==> src/rtl/flash_fe_pkg.sv <==
package flash_fe_pkg;
  typedef enum logic [2:0] {
    MODE_STANDBY = 3'd0,
    MODE_OUTDIS  = 3'd1,
    MODE_READ    = 3'd2,
    MODE_IDENT   = 3'd3,
    MODE_WRITE   = 3'd4
  } busMode_e;

  typedef enum logic [1:0] {
    CST_READ,
    CST_IDENT,
    CST_ERASE_SETUP,
    CST_PROG_SETUP
  } cmdState_e;

  typedef struct packed {
    logic addrCapture;
    logic progStrobe;
    logic eraseStrobe;
    logic idSelect;
  } feStrobes_t;

  localparam logic [7:0] MFR_CODE = 8'h89;
  localparam logic [7:0] DEV_CODE = 8'hBD;
  localparam int INIT_MUL = 29;
  localparam int INIT_ADD = 3;
endpackage

==> src/rtl/flash_fe_ctrl.sv <==
module flash_fe_ctrl
  import flash_fe_pkg::*;
#(
  parameter logic [7:0] CMD_RD    = 8'h00,
  parameter logic [7:0] CMD_ID    = 8'h90,
  parameter logic [7:0] CMD_ERASE = 8'h20,
  parameter logic [7:0] CMD_PROG  = 8'h40
) (
  input  logic       clk,
  input  logic       rstN,
  input  logic       ceN,
  input  logic       oeN,
  input  logic       weN,
  input  logic       a9HighV,
  input  logic       vppHigh,
  input  logic       lowSupply,
  input  logic [7:0] dataIn,
  output logic [2:0] busMode,
  output logic       dataOe,
  output feStrobes_t strobes
);
  logic      weSeen;
  logic      armed;
  logic      weFall;
  logic      weRise;
  logic      wrOk;
  cmdState_e cmdState;
  busMode_e  modeNow;

  assign weFall = !ceN && weSeen && !weN;
  assign weRise = !ceN && armed && !weSeen && weN && oeN;
  assign wrOk   = vppHigh && !lowSupply;

  always_ff @(posedge clk) begin
    if (!rstN) begin
      weSeen <= 1'b1;
      armed  <= 1'b0;
    end else begin
      weSeen <= weN;
      if (weFall)
        armed <= oeN;
      else if (!weSeen && weN)
        armed <= 1'b0;
    end
  end

  always_ff @(posedge clk) begin
    if (!rstN) begin
      cmdState <= CST_READ;
    end else if (!vppHigh) begin
      cmdState <= CST_READ;
    end else if (weRise && wrOk) begin
      unique case (cmdState)
        CST_READ, CST_IDENT: begin
          if (dataIn == CMD_ID)
            cmdState <= CST_IDENT;
          else if (dataIn == CMD_ERASE)
            cmdState <= CST_ERASE_SETUP;
          else if (dataIn == CMD_PROG)
            cmdState <= CST_PROG_SETUP;
          else
            cmdState <= CST_READ;
        end
        default: cmdState <= CST_READ;
      endcase
    end
  end

  always_comb begin
    strobes.addrCapture = weFall && oeN;
    strobes.progStrobe  = weRise && wrOk && (cmdState == CST_PROG_SETUP);
    strobes.eraseStrobe = weRise && wrOk && (cmdState == CST_ERASE_SETUP)
                          && (dataIn == CMD_ERASE);
    strobes.idSelect    = (cmdState == CST_IDENT);
  end

  always_comb begin
    if (ceN) begin
      modeNow = MODE_STANDBY;
    end else begin
      unique case ({oeN, weN})
        2'b01:   modeNow = (a9HighV || strobes.idSelect) ? MODE_IDENT : MODE_READ;
        2'b10:   modeNow = MODE_WRITE;
        default: modeNow = MODE_OUTDIS;
      endcase
    end
  end

  assign busMode = modeNow;
  assign dataOe  = (modeNow == MODE_READ) || (modeNow == MODE_IDENT);
endmodule

==> src/rtl/flash_fe_datapath.sv <==
module flash_fe_datapath
  import flash_fe_pkg::*;
#(
  parameter int ADDR_W = 4
) (
  input  logic              clk,
  input  logic              rstN,
  input  logic [ADDR_W-1:0] addr,
  input  logic [7:0]        dataIn,
  input  logic              a9HighV,
  input  feStrobes_t        strobes,
  output logic [7:0]        dataOut
);
  localparam int DEPTH = 1 << ADDR_W;

  logic [7:0]        mem [DEPTH];
  logic [ADDR_W-1:0] addrLatch;

  always_ff @(posedge clk) begin
    if (!rstN)
      addrLatch <= '0;
    else if (strobes.addrCapture)
      addrLatch <= addr;
  end

  always_ff @(posedge clk) begin
    if (!rstN) begin
      for (int i = 0; i < DEPTH; i++)
        mem[i] <= 8'((i * INIT_MUL + INIT_ADD) % 256);
    end else if (strobes.eraseStrobe) begin
      for (int i = 0; i < DEPTH; i++)
        mem[i] <= 8'hFF;
    end else if (strobes.progStrobe) begin
      mem[addrLatch] <= mem[addrLatch] & dataIn;
    end
  end

  always_comb begin
    if (a9HighV || strobes.idSelect)
      dataOut = addr[0] ? DEV_CODE : MFR_CODE;
    else
      dataOut = mem[addr];
  end
endmodule

==> src/rtl/flash_bus_frontend.sv <==
module flash_bus_frontend
  import flash_fe_pkg::*;
#(
  parameter int         ADDR_W    = 4,
  parameter logic [7:0] CMD_RD    = 8'h00,
  parameter logic [7:0] CMD_ID    = 8'h90,
  parameter logic [7:0] CMD_ERASE = 8'h20,
  parameter logic [7:0] CMD_PROG  = 8'h40
) (
  input  logic              clk,
  input  logic              rstN,
  input  logic              ceN,
  input  logic              oeN,
  input  logic              weN,
  input  logic [ADDR_W-1:0] addr,
  input  logic              a9HighV,
  input  logic              vppHigh,
  input  logic              lowSupply,
  input  logic [7:0]        dataIn,
  output logic [7:0]        dataOut,
  output logic              dataOe,
  output logic [2:0]        busMode
);
  feStrobes_t strobes;

  flash_fe_ctrl #(
    .CMD_RD(CMD_RD), .CMD_ID(CMD_ID), .CMD_ERASE(CMD_ERASE), .CMD_PROG(CMD_PROG)
  ) u_ctrl (
    .clk(clk), .rstN(rstN), .ceN(ceN), .oeN(oeN), .weN(weN),
    .a9HighV(a9HighV), .vppHigh(vppHigh), .lowSupply(lowSupply),
    .dataIn(dataIn), .busMode(busMode), .dataOe(dataOe), .strobes(strobes)
  );

  flash_fe_datapath #(.ADDR_W(ADDR_W)) u_dp (
    .clk(clk), .rstN(rstN), .addr(addr), .dataIn(dataIn),
    .a9HighV(a9HighV), .strobes(strobes), .dataOut(dataOut)
  );
endmodule

==> config.mk <==
export PLATFORM = sky130hd
export DESIGN_NAME = flash_bus_frontend
export DESIGN_NICKNAME = d
export VERILOG_FILES = /design/src/rtl/flash_fe_pkg.sv /design/src/rtl/flash_fe_ctrl.sv /design/src/rtl/flash_fe_datapath.sv /design/src/rtl/flash_bus_frontend.sv
export SDC_FILE = /design/constraint.sdc
export NUM_CORES = 1
export LEC_CHECK = 0
export BUFFER_PORTS_ARGS = -buffer_cell sky130_fd_sc_hd__buf_2
export CORE_MARGIN = 1
export CORE_UTILIZATION = 24
export DETAILED_ROUTE_END_ITERATION = 8
export GPL_TIMING_DRIVEN = 0
export SLEW_MARGIN = 20
export SYNTH_ARGS = -nofsm -noshare
export SYNTH_HDL_FRONTEND = slang
export SYNTH_HIERARCHICAL = 1
export SYNTH_SLANG_ARGS = --single-unit
==> constraint.sdc <==
create_clock -name clk -period 5.6 [get_ports clk]
set_clock_uncertainty 0.15 [all_clocks]
set_input_delay 0.28 -clock clk [delete_from_list [all_inputs] [get_ports clk]]
set_output_delay 0.28 -clock clk [all_outputs]
set_load 0.01 [all_outputs]
==> summary.md <==
| Metric | Value |
|---|---|
| Routability congestion estimate | 0.908 |
| Ports | 32 |
| Power Density | 274 mW/mm2 |
| Die Height | 187 um |
| Commonest non-fill, non-tap cells in the layout | 128 x edfxtp_1, 82 x nand3_1, 70 x mux2i_1 |
| Clk sink count | 140 |
| Worst Hold Class | primary input to flop |
| DIE WIDTH | 187 um |
| Worst endpoint required time | 5.49 ns |
| WP buf/inv | 2 |
| Root Buffer | clkbuf_16 |
| Syn Inst Count | 681 |
| CTS max path bufs | 2 |
| Crit-path slowest cell | nor4_1 |
| Ys async rst share | 0% |
| H-tree Lvls | 4 |
| Min Tclk post-route | 4.02 ns |
| Area growth syn-to-layout | 16.7% |
| Setup slack after layout | 1.58 ns |
| Post-Syn Area | 0.00819 mm2 |
| Average size of a mapped cell | 12.0 um2 |
| Worst slew pin tran | 1.19 ns |
| Number of synthesized flops with an enable pin | 128 |
| Final net count | 752 |
| ANT nets after route | 0 |
| WL final | 29700 um |
| Max-slew violations | 0 |
| Drt via density | 5.71 |
| Synthesized Nets | 701 |
| Hold depth | 3 |
| Sequential area share after synthesis | 49.9% |
| RSZ-0062 raised after global routing | no |
| Initial antenna violation count | 0 |
| Status | complete, no violations |
| Cells along the critical path | buf_2, nor4_1, nand3_1, nor4_1, nand4bb_1, buf_1, nor2_1, nand2_1, nand2_1 |
| DP Cell Count | 1159 |
| Tcrit/Tclk final | 71.8% |
| Port bufs | 28 |
| Cell variety after synth | 51 |
| First DRT Iteration DRCs | 1129 |
| Min-Delay Startpoint | vppHigh |
| Worst Setup Start Kind | primary input |
| Commonest non-fill, non-tap cell in the layout | edfxtp_1 |
| Routed len/inst | 24.9 um |
| Layout cell share with drive strength beyond 1 | 19.1% |
| Total power | 2.62 mW |
| DR vias | 6815 |
| Final Hold Vio Count | 0 |
| Clock-pin slew on the worst setup and hold paths | 0.06 ns |
| Reg2Reg Depth | 7 |
| Std cell rows | 67 |
| Ys Warns | 6 |
| Core Box Area | 0.0335 mm2 |
| Max-slew headroom | 20.1% |
| First-pass GRT wire length | 42700 um |
| Worst Hold Path EP | u_ctrl/cmdState[0] |
| Place WS | 1.39 ns |
| First drt pass iteration count | 5 |
| FILL cells | 3504 |
| Non-Filler Instances | 1193 |
| Synth area leader | edfxtp_1 |
| Max FO, Critical Path | 10 |
| # DRC | 0 |
| CP endpoint kind | flop |
| HPWL Detailed | 21500 um |
| Worst R2R Start | u_ctrl/weSeen |
| Die Area | 0.0349 mm2 |
| Hold_ws | 0.00415 ns |
| Antenna cell count | 0 |
| Leakage | 2.69 nW |
| Crit-path max cell delay | 0.84 ns |
| Setup violators final | 0 |
| Fmax | 249 MHz |
| CTS tree | yes |
| CP delay by family, top | simple AND/OR/NAND/NOR gates |
| Worst reg-to-reg setup slack | 1.81 ns |
| Initial Util | 24.4% |
| Worst-Skew Late Latency | 0.43 ns |
| CP arrival | 3.91 ns |
| Largest net degree at the start of global routing | 17 |
| Setup TNS | 0 ns |
| R2R Path End | u_dp/mem[1][1] |
| FF+latch count, synth | 140 |
| Gr ovfl total | 0 |
| Synth Flop Type | edfxtp_1 |
| TritonCTS buffer count | 17 |
| Crit Path Class | primary input to flop |
| All-Layer GR Usage | 16.9% |
| Max-Cap Viols | 0 |
| VDD IR max | 0.169 mV |
| Synth top area cells | edfxtp_1 47%, mux2i_1 8.6%, mux4_2 7.4% |
| Synth top area share | 46.9% |
| Number of global-route vias before repair | 6580 |
[sequential cells by signal (all words and copies together), names as in the netlist, named ones only]
signal / cells
u_dp/mem: 128
u_dp/addrLatch: 4
u_ctrl/weSeen: 1
u_ctrl/cmdState: 2
u_ctrl/armed: 1
[report_power, final]
group | switching [mW] | leakage [nW] | total (mW) | internal [mW]
sequential | 0.0143 | 1.19 | 1.18 | 1.17
clock | 0.477 | 0.294 | 1.19 | 0.712
combinational | 0.160 | 1.21 | 0.247 | 0.0867
[cells in the mapped netlist (6+ instances only)]
library cell and instances:
nand2b_1 16, o21ai_1 32, a22oi_1 13, o221ai_1 6, buf_1 6, edfxtp_1 128, nor2b_1 6, clkbuf_1 18
a41oi_1 37, nor2_1 22, mux4_1 9, nand2_1 58, dfxtp_1 12, mux2i_1 70, buf_2 18, a31oi_1 23
a21oi_1 11, o21ai_0 14, mux4_2 27, nand3_1 82
[metrics by stage]
step           instance area (um2)  util [%]
3_3_place_gp                  8890      26.5
5_1_grt                       9560      28.5
4_1_cts                       9550      28.5
3_5_place_dp                  8910      26.6
2_1_floorplan                 8190         -
6_report                      9560      28.5
[how the worst max path moves through the flow]
stage                endpoint  slack, ns  cells past startpoint       from
5_1_grt        u_dp/mem[1][1]       1.59                      9  dataIn[1]
6_report       u_dp/mem[1][1]       1.58                      9  dataIn[1]
3_5_place_dp   u_dp/mem[1][0]       1.39                      9  dataIn[1]
3_3_place_gp   u_dp/mem[1][0]       1.42                      9  dataIn[1]
4_1_cts        u_dp/mem[1][1]       1.83                      9  dataIn[1]
2_1_floorplan  u_dp/mem[1][0]       2.86                      8  dataIn[1]
[final cells by class]
class / count / area [um2] / area share [%]
plain buffers: 52 / 284 / 2.97
clock buffers: 18 / 429 / 4.49
clock inverters: 14 / 184 / 1.92
inverters: 3 / 11.3 / 0.118
multi-input cells: 486 / 3830 / 40.1
flip-flops and latches: 140 / 4080 / 42.7
well taps: 448 / 561 / 5.87
repair buffers: 32 / 175 / 1.83
[routing by layer]
layer	share of wire (%)	wire, um	track usage [%]	vias to the layer above
li1	-	-	-	2862
met1	40	11800	22.3	3376
met2	44	13200	26.1	488
met3	12	3520	4.33	89
met4	4.0	1180	7.25	0
met5	0	0	0	-
[worst register-to-register path, delay by kind of cell (launching register included)]
kind,cells,cell delay [ns]
flip-flops,1,0.33
buffers and inverters,1,0.44
AND/OR/NAND/NOR,6,2.47
[repair_timing]
item / CTS / global route
hold buffers: 2 / 0
setup buffers: 0 / 0
gates resized for setup: 0 / 0
endpoints found under the hold margin: 1 / 0
[kinds of logic (layout without fill, tap and decap cells)]
family	Yosys count	count (layout)	share of synthesized area [%]
DFF	140	140	49.9
AOI/OAI and AO/OA	151	151	12.8
and+or+nand+nor	224	224	14.2
xor gates and xnor gates	1	1	0.107
muxes	110	110	19.4
buffers and inverters	55	119	3.61
Power figures use the tool's default switching activity.
